$ cat config.mk
export PLATFORM = sky130hd
export DESIGN_NAME = tach_capture_channel
export DESIGN_NICKNAME = d
export VERILOG_FILES = /design/src/rtl/tach_pkg.sv /design/src/rtl/tach_edge_sync.sv /design/src/rtl/tach_tick_gen.sv /design/src/rtl/tach_measure_core.sv /design/src/rtl/tach_capture_channel.sv
export SDC_FILE = /design/constraint.sdc
export NUM_CORES = 1
export LEC_CHECK = 0
export BUFFER_PORTS_ARGS = -buffer_cell sky130_fd_sc_hd__buf_4
export CAP_MARGIN = 20
export CORE_ASPECT_RATIO = 1.4
export CORE_MARGIN = 4
export CORE_UTILIZATION = 60
export DETAILED_ROUTE_END_ITERATION = 8
export HOLD_SLACK_MARGIN = 0.06
export PLACE_DENSITY = 0.92
export SLEW_MARGIN = 10
export SYNTH_ARGS = -nofsm -noshare
export SYNTH_HDL_FRONTEND = slang
export SYNTH_SLANG_ARGS = --single-unit
$ cat constraint.sdc
create_clock -name clk -period 5 [get_ports clk]
set_clock_uncertainty 0.15 [all_clocks]
set_input_delay 0 -clock clk [delete_from_list [all_inputs] [get_ports clk]]
set_output_delay 0 -clock clk [all_outputs]
set_load 0.03 [all_outputs]
$ cat src/rtl/tach_pkg.sv
package tach_pkg;
  localparam int CFG_W      = 4;
  localparam int CFG_HIGH   = 3;
  localparam int CFG_EQUAL  = 2;
  localparam int CFG_BELOW  = 1;

  typedef enum logic [1:0] {
    EV_NONE = 2'd0,
    EV_CAP  = 2'd1,
    EV_HIT  = 2'd2,
    EV_UDF  = 2'd3
  } tach_evt_e;
endpackage

$ cat src/rtl/tach_edge_sync.sv
module tach_edge_sync #(
  parameter int STAGES = 2
) (
  input  logic clk,
  input  logic rst_n,
  input  logic raw_i,
  input  logic fall_i,
  output logic edge_o
);
  logic [STAGES-1:0] chain_q;
  logic              last_q;
  logic              level;

  generate
    if (STAGES == 1) begin : g_one
      always_ff @(posedge clk or negedge rst_n)
        if (!rst_n) chain_q <= '0;
        else        chain_q <= raw_i;
    end else begin : g_many
      always_ff @(posedge clk or negedge rst_n)
        if (!rst_n) chain_q <= '0;
        else        chain_q <= {chain_q[STAGES-2:0], raw_i};
    end
  endgenerate

  assign level = chain_q[STAGES-1];

  always_ff @(posedge clk or negedge rst_n)
    if (!rst_n) last_q <= 1'b0;
    else        last_q <= level;

  assign edge_o = fall_i ? (last_q & ~level) : (level & ~last_q);

  p_edge_single_r5: assert property (@(posedge clk) disable iff (!rst_n)
    (edge_o && $stable(fall_i)) |=> !edge_o);
endmodule

$ cat src/rtl/tach_tick_gen.sv
module tach_tick_gen #(
  parameter int PRE_W = 8
) (
  input  logic             clk,
  input  logic             rst_n,
  input  logic             active_i,
  input  logic             clk_en_i,
  input  logic [PRE_W-1:0] prescale_i,
  output logic             tick_o
);
  logic [PRE_W-1:0] div_q;
  logic             at_end;

  assign at_end = (div_q == prescale_i);
  assign tick_o = active_i & clk_en_i & at_end;

  always_ff @(posedge clk or negedge rst_n)
    if (!rst_n)         div_q <= '0;
    else if (!active_i) div_q <= '0;
    else if (clk_en_i)  div_q <= at_end ? '0 : div_q + 1'b1;

  p_tick_gap_r2: assert property (@(posedge clk) disable iff (!rst_n)
    (tick_o && prescale_i != '0 && $stable(prescale_i)) |=> !tick_o);
endmodule

$ cat src/rtl/tach_measure_core.sv
module tach_measure_core
  import tach_pkg::*;
#(
  parameter int CNT_W = 16
) (
  input  logic             clk,
  input  logic             rst_n,
  input  logic             active_i,
  input  logic             tick_i,
  input  logic             edge_i,
  input  logic [CNT_W-1:0] cmp_val_i,
  input  logic [CFG_W-1:0] cmp_cfg_i,
  output logic [CNT_W-1:0] count_o,
  output logic [CNT_W-1:0] capture_o,
  output logic             cap_evt_o,
  output logic             hit_evt_o,
  output logic             udf_evt_o
);
  localparam logic [CNT_W-1:0] TOP = '1;

  logic [CNT_W-1:0] cnt_q, cnt_d, cap_q, cap_d, dec;
  logic             restart_q, restart_d;
  tach_evt_e        evt_d;
  logic             cap_q_evt, hit_q_evt, udf_q_evt;

  assign dec = cnt_q - 1'b1;

  always_comb begin
    cnt_d     = cnt_q;
    cap_d     = cap_q;
    restart_d = 1'b0;
    evt_d     = EV_NONE;
    if (!active_i || restart_q) begin
      cnt_d = TOP;
    end else if (edge_i) begin
      cap_d = cnt_q;
      cnt_d = TOP;
      evt_d = EV_CAP;
    end else if (tick_i) begin
      if (cmp_cfg_i[CFG_HIGH]) begin
        cnt_d = TOP;  evt_d = EV_HIT;  restart_d = 1'b1;
      end else if (cnt_q == '0) begin
        cnt_d = TOP;  evt_d = EV_UDF;
      end else if (cmp_cfg_i[CFG_EQUAL] && dec <= cmp_val_i) begin
        cnt_d = cmp_val_i;  evt_d = EV_HIT;  restart_d = 1'b1;
      end else if (cmp_cfg_i[CFG_BELOW] && cmp_val_i != '0 && dec < cmp_val_i) begin
        cnt_d = cmp_val_i - 1'b1;  evt_d = EV_HIT;  restart_d = 1'b1;
      end else begin
        cnt_d = dec;
      end
    end
  end

  always_ff @(posedge clk or negedge rst_n)
    if (!rst_n) begin
      cnt_q     <= TOP;
      cap_q     <= '0;
      restart_q <= 1'b0;
      cap_q_evt <= 1'b0;
      hit_q_evt <= 1'b0;
      udf_q_evt <= 1'b0;
    end else begin
      cnt_q     <= cnt_d;
      cap_q     <= cap_d;
      restart_q <= restart_d;
      cap_q_evt <= (evt_d == EV_CAP);
      hit_q_evt <= (evt_d == EV_HIT);
      udf_q_evt <= (evt_d == EV_UDF);
    end

  assign count_o   = cnt_q;
  assign capture_o = cap_q;
  assign cap_evt_o = cap_q_evt;
  assign hit_evt_o = hit_q_evt;
  assign udf_evt_o = udf_q_evt;

  p_inactive_r3: assert property (@(posedge clk) disable iff (!rst_n)
    !active_i |=> (cnt_q == TOP && !cap_q_evt && !hit_q_evt && !udf_q_evt));
  p_hold_r2: assert property (@(posedge clk) disable iff (!rst_n)
    (active_i && !tick_i && !edge_i && !restart_q) |=> $stable(cnt_q));
  p_cap_reload_r6: assert property (@(posedge clk) disable iff (!rst_n)
    cap_q_evt |-> cnt_q == TOP);
  p_hit_keeps_cap_r12: assert property (@(posedge clk) disable iff (!rst_n)
    (hit_q_evt || udf_q_evt) |-> cap_q == $past(cap_q));
  p_restart_r12: assert property (@(posedge clk) disable iff (!rst_n)
    hit_q_evt |=> (cnt_q == TOP && !cap_q_evt && !hit_q_evt && !udf_q_evt));
  p_single_strobe_r14: assert property (@(posedge clk) disable iff (!rst_n)
    $onehot0({cap_q_evt, hit_q_evt, udf_q_evt}));
endmodule

$ cat src/rtl/tach_capture_channel.sv
module tach_capture_channel
  import tach_pkg::*;
#(
  parameter int CNT_W       = 16,
  parameter int PRE_W       = 8,
  parameter int SYNC_STAGES = 2
) (
  input  logic             clk,
  input  logic             rst_n,
  input  logic             tach_pri_i,
  input  logic             tach_alt_i,
  input  logic             tach_sel_i,
  input  logic             edge_sel_i,
  input  logic             chan_en_i,
  input  logic             mode5_en_i,
  input  logic             clk_en_i,
  input  logic [PRE_W-1:0] prescale_i,
  input  logic [CNT_W-1:0] cmp_val_i,
  input  logic [CFG_W-1:0] cmp_cfg_i,
  output logic [CNT_W-1:0] count_o,
  output logic [CNT_W-1:0] capture_o,
  output logic             cap_evt_o,
  output logic             hit_evt_o,
  output logic             udf_evt_o
);
  logic active, tick, tach_edge, tach_raw;

  assign active   = mode5_en_i & chan_en_i;
  assign tach_raw = tach_sel_i ? tach_alt_i : tach_pri_i;

  tach_edge_sync #(.STAGES(SYNC_STAGES)) u_sync (
    .clk(clk), .rst_n(rst_n), .raw_i(tach_raw), .fall_i(edge_sel_i),
    .edge_o(tach_edge)
  );

  tach_tick_gen #(.PRE_W(PRE_W)) u_tick (
    .clk(clk), .rst_n(rst_n), .active_i(active), .clk_en_i(clk_en_i),
    .prescale_i(prescale_i), .tick_o(tick)
  );

  tach_measure_core #(.CNT_W(CNT_W)) u_core (
    .clk(clk), .rst_n(rst_n), .active_i(active), .tick_i(tick),
    .edge_i(tach_edge), .cmp_val_i(cmp_val_i), .cmp_cfg_i(cmp_cfg_i),
    .count_o(count_o), .capture_o(capture_o), .cap_evt_o(cap_evt_o),
    .hit_evt_o(hit_evt_o), .udf_evt_o(udf_evt_o)
  );
endmodule

### After elaboration in Yosys (flattened, before gate mapping)

Index checks and enable logic that the tools add are counted.

* flip-flop bits (word level): 47
* logic and storage cells: 62
* bits of input ports: 37

* bitwise operators: 8
* reductions and logical operators: 9
* order comparisons: 2
* muxes and demuxes: 26
* $add $sub $neg: 3
* eq/ne operators: 5

Operator list (count)
* 2-to-1 mux 16 bit: 7
* subtractor 16 x 1 -> 16 bit (second input constant): 2
* 2-to-1 mux 8 bit: 3
* <= comparator 16 bit: 1
* logical NOT 16 bit: 1
* < comparator 16 bit: 1
* nonzero test 16 bit: 1
* 2-to-1 mux 2 bit: 7
* 2-to-1 mux 1 bit: 9
* adder 8 x 1 -> 8 bit (second input constant): 1
* equality test 8 bit: 1
* bitwise AND 1 bit: 5
* equality test 2 bit (second input constant): 2
* logical AND 1 bit: 3
* NOT 1 bit: 3
* nonzero test 3 bit: 1
* equality test 2 x 1 -> 1 bit (second input constant): 1
* inequality test 2 bit (second input constant): 1
* AND reduction 2 bit: 1
* logical NOT 1 bit: 1
* logical OR 1 bit: 1

### Depth between registers and ports, before layout

Gate-level depths: netlist of run 1.

* depth after elaboration: 11
* gate-level depth with buffers: 15

### Modules after synthesis

A second synthesis of run 1 with hierarchy kept.

* cells, all modules: 399
* area, all modules: 3324.4 um2

Modules (own cells, without submodules)
* tach_measure_core: area each 2651.3 um2, sequential area each 920.9 um2, cells each 328, instances 1
* tach_tick_gen: area each 554.3 um2, sequential area each 200.2 um2, cells each 63, instances 1
* tach_edge_sync: area each 97.6 um2, sequential area each 75.1 um2, cells each 6, instances 1
* tach_capture_channel: area each 21.3 um2, sequential area each 0.0 um2, cells each 2, instances 1

### Least setup slack after synthesis of run 1

OpenSTA, ideal clock, no wires.

* path type: flip-flop to flip-flop
* start point: register u_core.cnt_q[2], in the netlist u_core.count_o[2]
* end point: register u_core.cnt_q[12], in the netlist u_core.count_o[12]
* stages on the path, launching flop included: 14
* clock period less this slack: 3.441 ns
* arrival time: 3.203 ns
* setup slack: 1.559 ns
* data required time: 4.762 ns
* setup time: 0.088 ns
* buffers on the path: 1
* cell sequence: dfstp_2 nor4_4 nand2_1 or4_1 xnor2_1 ha_1 a21oi_1 o21a_1 o221ai_1 or2_1 buf_6 or3_1 a211oi_1 a211oi_2

* word-level cells in the longest chain between the ends: 10

Ends and longest elaborated chain
* start: declaration: line tach_measure_core.sv:21 `logic [CNT_W-1:0] cnt_q, cnt_d, cap_q, cap_d, dec;`
* start signal: assignment: line tach_measure_core.sv:63 `cnt_q <= cnt_d;`
* subtractor 16 x 1 -> 16 bit: line tach_measure_core.sv:26 `assign dec = cnt_q - 1'b1;`
* < comparator 16 bit: line tach_measure_core.sv:46 `end else if (cmp_cfg_i[CFG_BELOW] && cmp_val_i != '0 && dec < cmp_val_i) begin`
* logical AND 1 bit: line tach_measure_core.sv:46
* 2-to-1 mux 16 bit: line tach_measure_core.sv:46
* 2-to-1 mux 16 bit: line tach_measure_core.sv:44 `end else if (cmp_cfg_i[CFG_EQUAL] && dec <= cmp_val_i) begin`
* 2-to-1 mux 16 bit (*): line tach_measure_core.sv:42 `end else if (cnt_q == '0) begin`
* 2-to-1 mux 16 bit (*): line tach_measure_core.sv:40 `if (cmp_cfg_i[CFG_HIGH]) begin`
* 2-to-1 mux 16 bit (*): line tach_measure_core.sv:39 `end else if (tick_i) begin`
* 2-to-1 mux 16 bit (*): line tach_measure_core.sv:35 `end else if (edge_i) begin`
* 2-to-1 mux 16 bit (*): line tach_measure_core.sv:33 `if (!active_i || restart_q) begin`

Every way passes the cells marked *; elsewhere a longest branch is shown, timed or not. The select of a mux whose other input is x is not followed.
A chain may end at the register's enable or synchronous reset.

### Worst setup path in the final report of run 1

* start point: register u_core.cnt_q[2], in the netlist u_core.count_o[2]
* end point: register u_core.cnt_q[3], in the netlist u_core.count_o[3]

Same word-level chain as after synthesis.

==> results_dict.tcl, run 1 <==
set metrics [dict create \
    rsz0062_at_grt "false" \
    clock.fmax_mhz 227 \
    ys_warn_count 0 \
    slew_headroom_pct 48.8 \
    fillers 349 \
    core_area_sq_um 5530 \
    overflow 0 \
    status "finished, final reports clean" \
    crit_path_start_kind "register" \
    diodes 0 \
    yosysTopAreaCellShare_pct 22.8 \
    grt_pass1_wl_microns 17000 \
    drc 0 \
    synth_top_cell_by_area "dfrtp_1" \
    hpwl_microns 7060 \
    gp_congestion 0.951 \
    synth-seq-cells 47 \
    synth_fp_nets 427 \
    layout_min_cycle_time_ps 4400 \
    cp_max_fo 16 \
    root_buffer "clkbuf_8" \
    track_usage_pct 30.1 \
    cts_resized 0 \
    p_total_mw 0.917 \
    finalWirelength_microns 10300 \
    fp-row-count 32 \
    synthFlopType "dfrtp_1" \
    dr.pass1.iters 5 \
    power_density_nw_per_um2 213 \
    synthArstFlopShare_pct 100 \
    post_cts_buffers 0 \
    hold_class "input pin to asynchronous set/reset pin" \
    vias 3518 \
    die_w_microns 71.7 \
    cts_tree "done" \
    arrival_ps 4460 \
    avgViaCountPerCell 6.65 \
    crit_path_end_kind "register" \
    wl_per_cell_microns 19.4 \
    setup_viol 0 \
    leakage_nw 1.74 \
    grt_max_degree 48 \
    io_buffers 70 \
    numCtsBuffers 5 \
    cap_violations 0 \
    worst_slew_pin_slew_ps 769 \
    synth_cell_types 54 \
    fp.dieH_microns 97.2 \
    syn_area_per_cell_sq_um 9.21 \
    drt_iter0_drc 301 \
    ys_top_cells_by_area "dfrtp_1, dfstp_2, ha_1, mux2_2, xor2_1" \
    ir_drop_uv 135 \
    h-tree-depth 2 \
    finalCritPeriodShare_pct 88.0 \
    cts_hold_buf 21 \
    seq_area_sq_um 1200 \
    cts_sinks 47 \
    syn_inst 370 \
    mappedNetlistArea_sq_um 3410 \
    rr_worst_depth 11 \
    reg2reg_slack_ps 600 \
    multiInputGateArea_sq_um 2040 \
    clkSlewWorstSetupHoldPaths_ps 90 \
    grt_pass1_vias 3443 \
    hold_viol_final 0 \
    layout-drive-gt1-share_pct 27.8 \
    area_growth_pct 26.3 \
    cp.required_ps 5060 \
    fin_nets 517 \
    finalSetupTns_ps 0 \
    clockBufferDepth 2 \
    ios 72 \
    clock_latency_ps 300 \
    ant_nets 0 \
    dieArea_sq_um 6960 \
    start_util_pct 61.7 \
    drv_slew 0 \
    critPathKind "register to register" \
    synth_edf_count 0 \
    antenna_found_initial 0 \
    yosysSeqAreaShare_pct 35.1 \
]
[cells in the mapped netlist, drive strengths merged, types with 3 or more instances]
library cell,number
a211oi,17
a21o,3
a21oi,22
a221oi,3
and3,3
buf,7
clkbuf,4
dfrtp,31
dfstp,16
ha,20
inv,23
mux2,17
mux2i,3
nand2,23
nand2b,5
nand3,20
nand4,11
nor2,38
nor3,10
nor4,9
o211ai,7
o21a,4
o21ai,19
or3,6
or4,4
xnor2,10
xor2,16
[per-stage QoR]
step                hold slack [ps]  utilization, %  area, sq um  worst slack [ps]  std cells
global route                   92.7            77.9         4300               371        529
finish                         76.4            77.9         4300               598        529
detailed placement             -119            71.7         3960               807        500
floorplan                      -446               -         3410              1560        370
CTS                            83.1            77.9         4300               736        529
global placement               -116            71.5         3950               869        499
[registers in the layout, indices dropped and copies added (netlist names)]
signal and count:
u_core.cap_evt_o 1, u_core.capture_o 16, u_core.count_o 16, u_core.hit_evt_o 1, u_core.restart_q 1, u_core.udf_evt_o 1, u_sync.chain_q 2, u_sync.last_q 1
u_tick.div_q 8
[placed cells by master, fill, tap and decap left out, types with 7 or more instances in the layout]
master,instances
nand3_1,20
dfrtp_1,31
xor2_1,16
dfstp_2,16
o21ai_0,16
buf_4,72
nand4_1,11
a21oi_1,21
inv_1,23
mux2_2,17
o211ai_1,7
nor2_1,36
nand2_1,23
a211oi_1,15
ha_1,20
dlygate4sd3_1,21
xnor2_1,10
nor3_1,8
[critical path, stage by stage (launching register included)]
cell	delay, ps
dfstp_2	430
nor4_4	410
nand2_1	220
or4_1	460
xnor2_1	190
ha_1	320
nand4_1	160
a2111o_1	390
and2_1	390
a21oi_2	720
a211oi_1	180
a211oi_1	290
[routing by layer]
metal,GRT usage [%],wire length [microns]
met1,36.2,3580
met2,52.0,5240
met3,3.83,924
met4,14.6,518
met5,0,0
[worst paths after layout]
check,startpoint,end
worst max-delay path,u_core.count_o[2],u_core.count_o[3]
worst min-delay path,rst_n,u_tick.div_q[2]
worst max register to register,u_core.count_o[2],u_core.count_o[3]
worst min register to register,u_sync.chain_q[0],u_sync.chain_q[1]
max in group asynchronous,rst_n,u_core.cap_evt_o
min in group clk,chan_en_i,u_core.restart_q
[cells by family after synthesis]
family / Yosys count / synth area share, %
AND/OR/NAND/NOR: 138 / 22.4
multiplexers: 20 / 6.50
XOR/XNOR: 26 / 6.68
flip-flops: 47 / 35.1
adder cells (fa/ha/maj): 20 / 7.34
AO/OA/AOI/OAI: 85 / 16.9
buffers and inverters: 34 / 4.99
[final cells by class]
class | count | share of cell area [%]
Multi-Input combinational cell | 289 | 47.4
Timing Repair Buffer | 94 | 17.7
Clock inverter | 2 | 1.40
Sequential cell | 47 | 27.8
Tap cell | 68 | 1.98
Clock buffer | 6 | 1.69
Inverter | 23 | 2.01
[power breakdown]
group / switching [mW] / internal [mW] / total [mW]
sequential: 0.00915 / 0.396 / 0.405
combinational: 0.106 / 0.0800 / 0.186
clock: 0.127 / 0.200 / 0.327
No activity file was read; power rests on OpenSTA's default activity.
==> run 2: changes to the inputs <==
--- a/config.mk
+++ b/config.mk
@@ -13,2 +13,3 @@
 export DETAILED_ROUTE_END_ITERATION = 8
+export GPL_ROUTABILITY_DRIVEN = 0
 export HOLD_SLACK_MARGIN = 0.06
==> constraint.sdc (replaced) <==
create_clock -name clk -period 5 [get_ports clk]
set_clock_uncertainty 0.15 [all_clocks]
set_input_delay 0.75 -clock clk [delete_from_list [all_inputs] [get_ports clk]]
set_output_delay 0.75 -clock clk [all_outputs]
set_load 0.03 [all_outputs]
==> run 2 against run 1 <==
First-iteration DRC count decreased by 9.3%. Final cell count fell by 4.0%. Non-clock buffer count down 21. Worst hold slack better by 130 ps. Global-route usage fell by 2.2 points. Utilization fell by 4.1 points. Die area unchanged. Critical path type unchanged. Largest cell class unchanged. Largest power group unchanged.
==> results_dict.tcl, run 2 (synthesized netlist as in run 1, its figures left out) <==
set metrics [dict create \
    status "finished, final reports clean" \
    cts_tree "done" \
    layout_common_cells "buf_4, nor2_1, dfrtp_1, nand2_1, inv_1" \
    vias 3326 \
    area_growth_pct 19.6 \
    ir_drop_uv 103 \
    cap_violations 0 \
    clock.fmax_mhz 228 \
    finalWirelength_microns 9600 \
    cts_sinks 47 \
    fin_nets 496 \
    clockBufferDepth 2 \
    p_total_mw 0.867 \
    grt_max_degree 48 \
    drc 0 \
    critPathKind "register to register" \
    setup_viol 0 \
    grt_pass1_vias 3435 \
    crit_path_end_kind "register" \
    finalSetupTns_ps 0 \
    dr.pass1.iters 5 \
    dieArea_sq_um 6960 \
    reg2reg_slack_ps 620 \
    dpl.cell_count 500 \
    post_cts_buffers 0 \
    regToRegEndpoint "u_core.count_o[8]" \
    core_area_sq_um 5530 \
    track_usage_pct 27.9 \
    root_buffer "clkbuf_8" \
    finalCritPeriodShare_pct 87.7 \
    clkSlewWorstSetupHoldPaths_ps 90 \
    min_to "u_sync.chain_q[1]" \
    leakage_nw 1.65 \
    holdPathStages 0 \
    cp_max_fo 16 \
    worst_slew_pin_slew_ps 773 \
    fillers 388 \
    layout_min_cycle_time_ps 4380 \
    final_common_cell "buf_4" \
    instances_no_fill 508 \
    grt_pass1_wl_microns 16000 \
    hold_viol_final 0 \
    antenna_found_initial 0 \
    clock_latency_ps 300 \
    fp.dieH_microns 97.2 \
    start_util_pct 61.7 \
    slew_headroom_pct 48.5 \
    h-tree-depth 2 \
    layout-drive-gt1-share_pct 29.3 \
    diodes 0 \
    die_w_microns 71.7 \
    fp-row-count 32 \
    cts_hold_buf 0 \
    cp.required_ps 5060 \
    power_density_nw_per_um2 213 \
    drt_iter0_drc 273 \
    hold_start "u_sync.chain_q[0]" \
    ios 72 \
    drv_slew 0 \
    hold_class "register to register" \
    io_buffers 70 \
    rsz0062_at_grt "false" \
    r2r-start "u_core.count_o[2]" \
    overflow 0 \
    hpwl_microns 6910 \
    crit_path_start_kind "register" \
    ant_nets 0 \
    avgViaCountPerCell 6.55 \
    wl_per_cell_microns 18.9 \
    cts_resized 0 \
    rr_worst_depth 11 \
    numCtsBuffers 5 \
    arrival_ps 4440 \
]
-- run 2: changes by cell type in the layout (fill, tap and decap cells not counted) --
cell           change
buf_6              -1
clkbuf_1           -1
buf_4              +1
clkbuf_8           +1
dlygate4sd3_1     -21
clkinv_2           +1
bufinv_16          -1
-- run 2: area by class of cell --
cell class	count	area [sq um]	area share [%]
sequential	47	1200	29.4
clock buffer	6	82.6	2.03
clock inverter	2	35.0	0.860
inverter	23	86.3	2.12
timing repair buffer	73	548	13.5
tap	68	85.1	2.09
multi-input combinational	289	2040	50.1
-- run 2: power breakdown --
group,total (mW),internal [mW],switching [mW]
Sequential,0.404,0.396,0.00885
Clock,0.294,0.162,0.132
Combinational,0.169,0.0685,0.100
-- run 2: how the worst max path moves through the flow --
stage	from	to	slack, ps	cells after the start
floorplan	u_core.count_o[2]	u_core.count_o[12]	1560	13
global placement	u_core.count_o[2]	u_core.count_o[8]	850	11
detailed placement	u_core.count_o[2]	u_core.count_o[3]	820	11
CTS	u_core.count_o[2]	u_core.count_o[7]	700	11
global route	u_core.count_o[2]	u_core.count_o[8]	340	11
finish	u_core.count_o[2]	u_core.count_o[8]	620	11
-- run 2: routing by layer --
metal / up-vias / wire length [microns] / global-route usage (%)
met3: 62 / 752 / 3.00
met1: 1557 / 3480 / 32.8
li1: 1482 / - / -
met2: 225 / 4810 / 47.9
met4: 0 / 556 / 16.4
met5: - / 0 / 0
-- run 2: stage by stage --
| step | utilization [%] | hold WS [ps] | worst slack [ps] | instance area (sq um) |
|---|---|---|---|---|
| floorplan | - | 181 | 1560 | 3410 |
| global placement | 71.5 | 184 | 849 | 3950 |
| detailed placement | 71.6 | 190 | 824 | 3960 |
| CTS | 73.7 | 210 | 704 | 4070 |
| global route | 73.7 | 227 | 336 | 4070 |
| finish | 73.7 | 208 | 617 | 4070 |
-- run 2: critical path: stages (launching register included) --
cell and delay [ps]:
dfstp_2 440, nor4_4 420, nand2_1 210, or4_1 470
xnor2_1 190, ha_1 310, nand4_1 150, a2111o_1 390
and2_1 380, a21oi_2 720, a211oi_1 170, a211oi_1 280
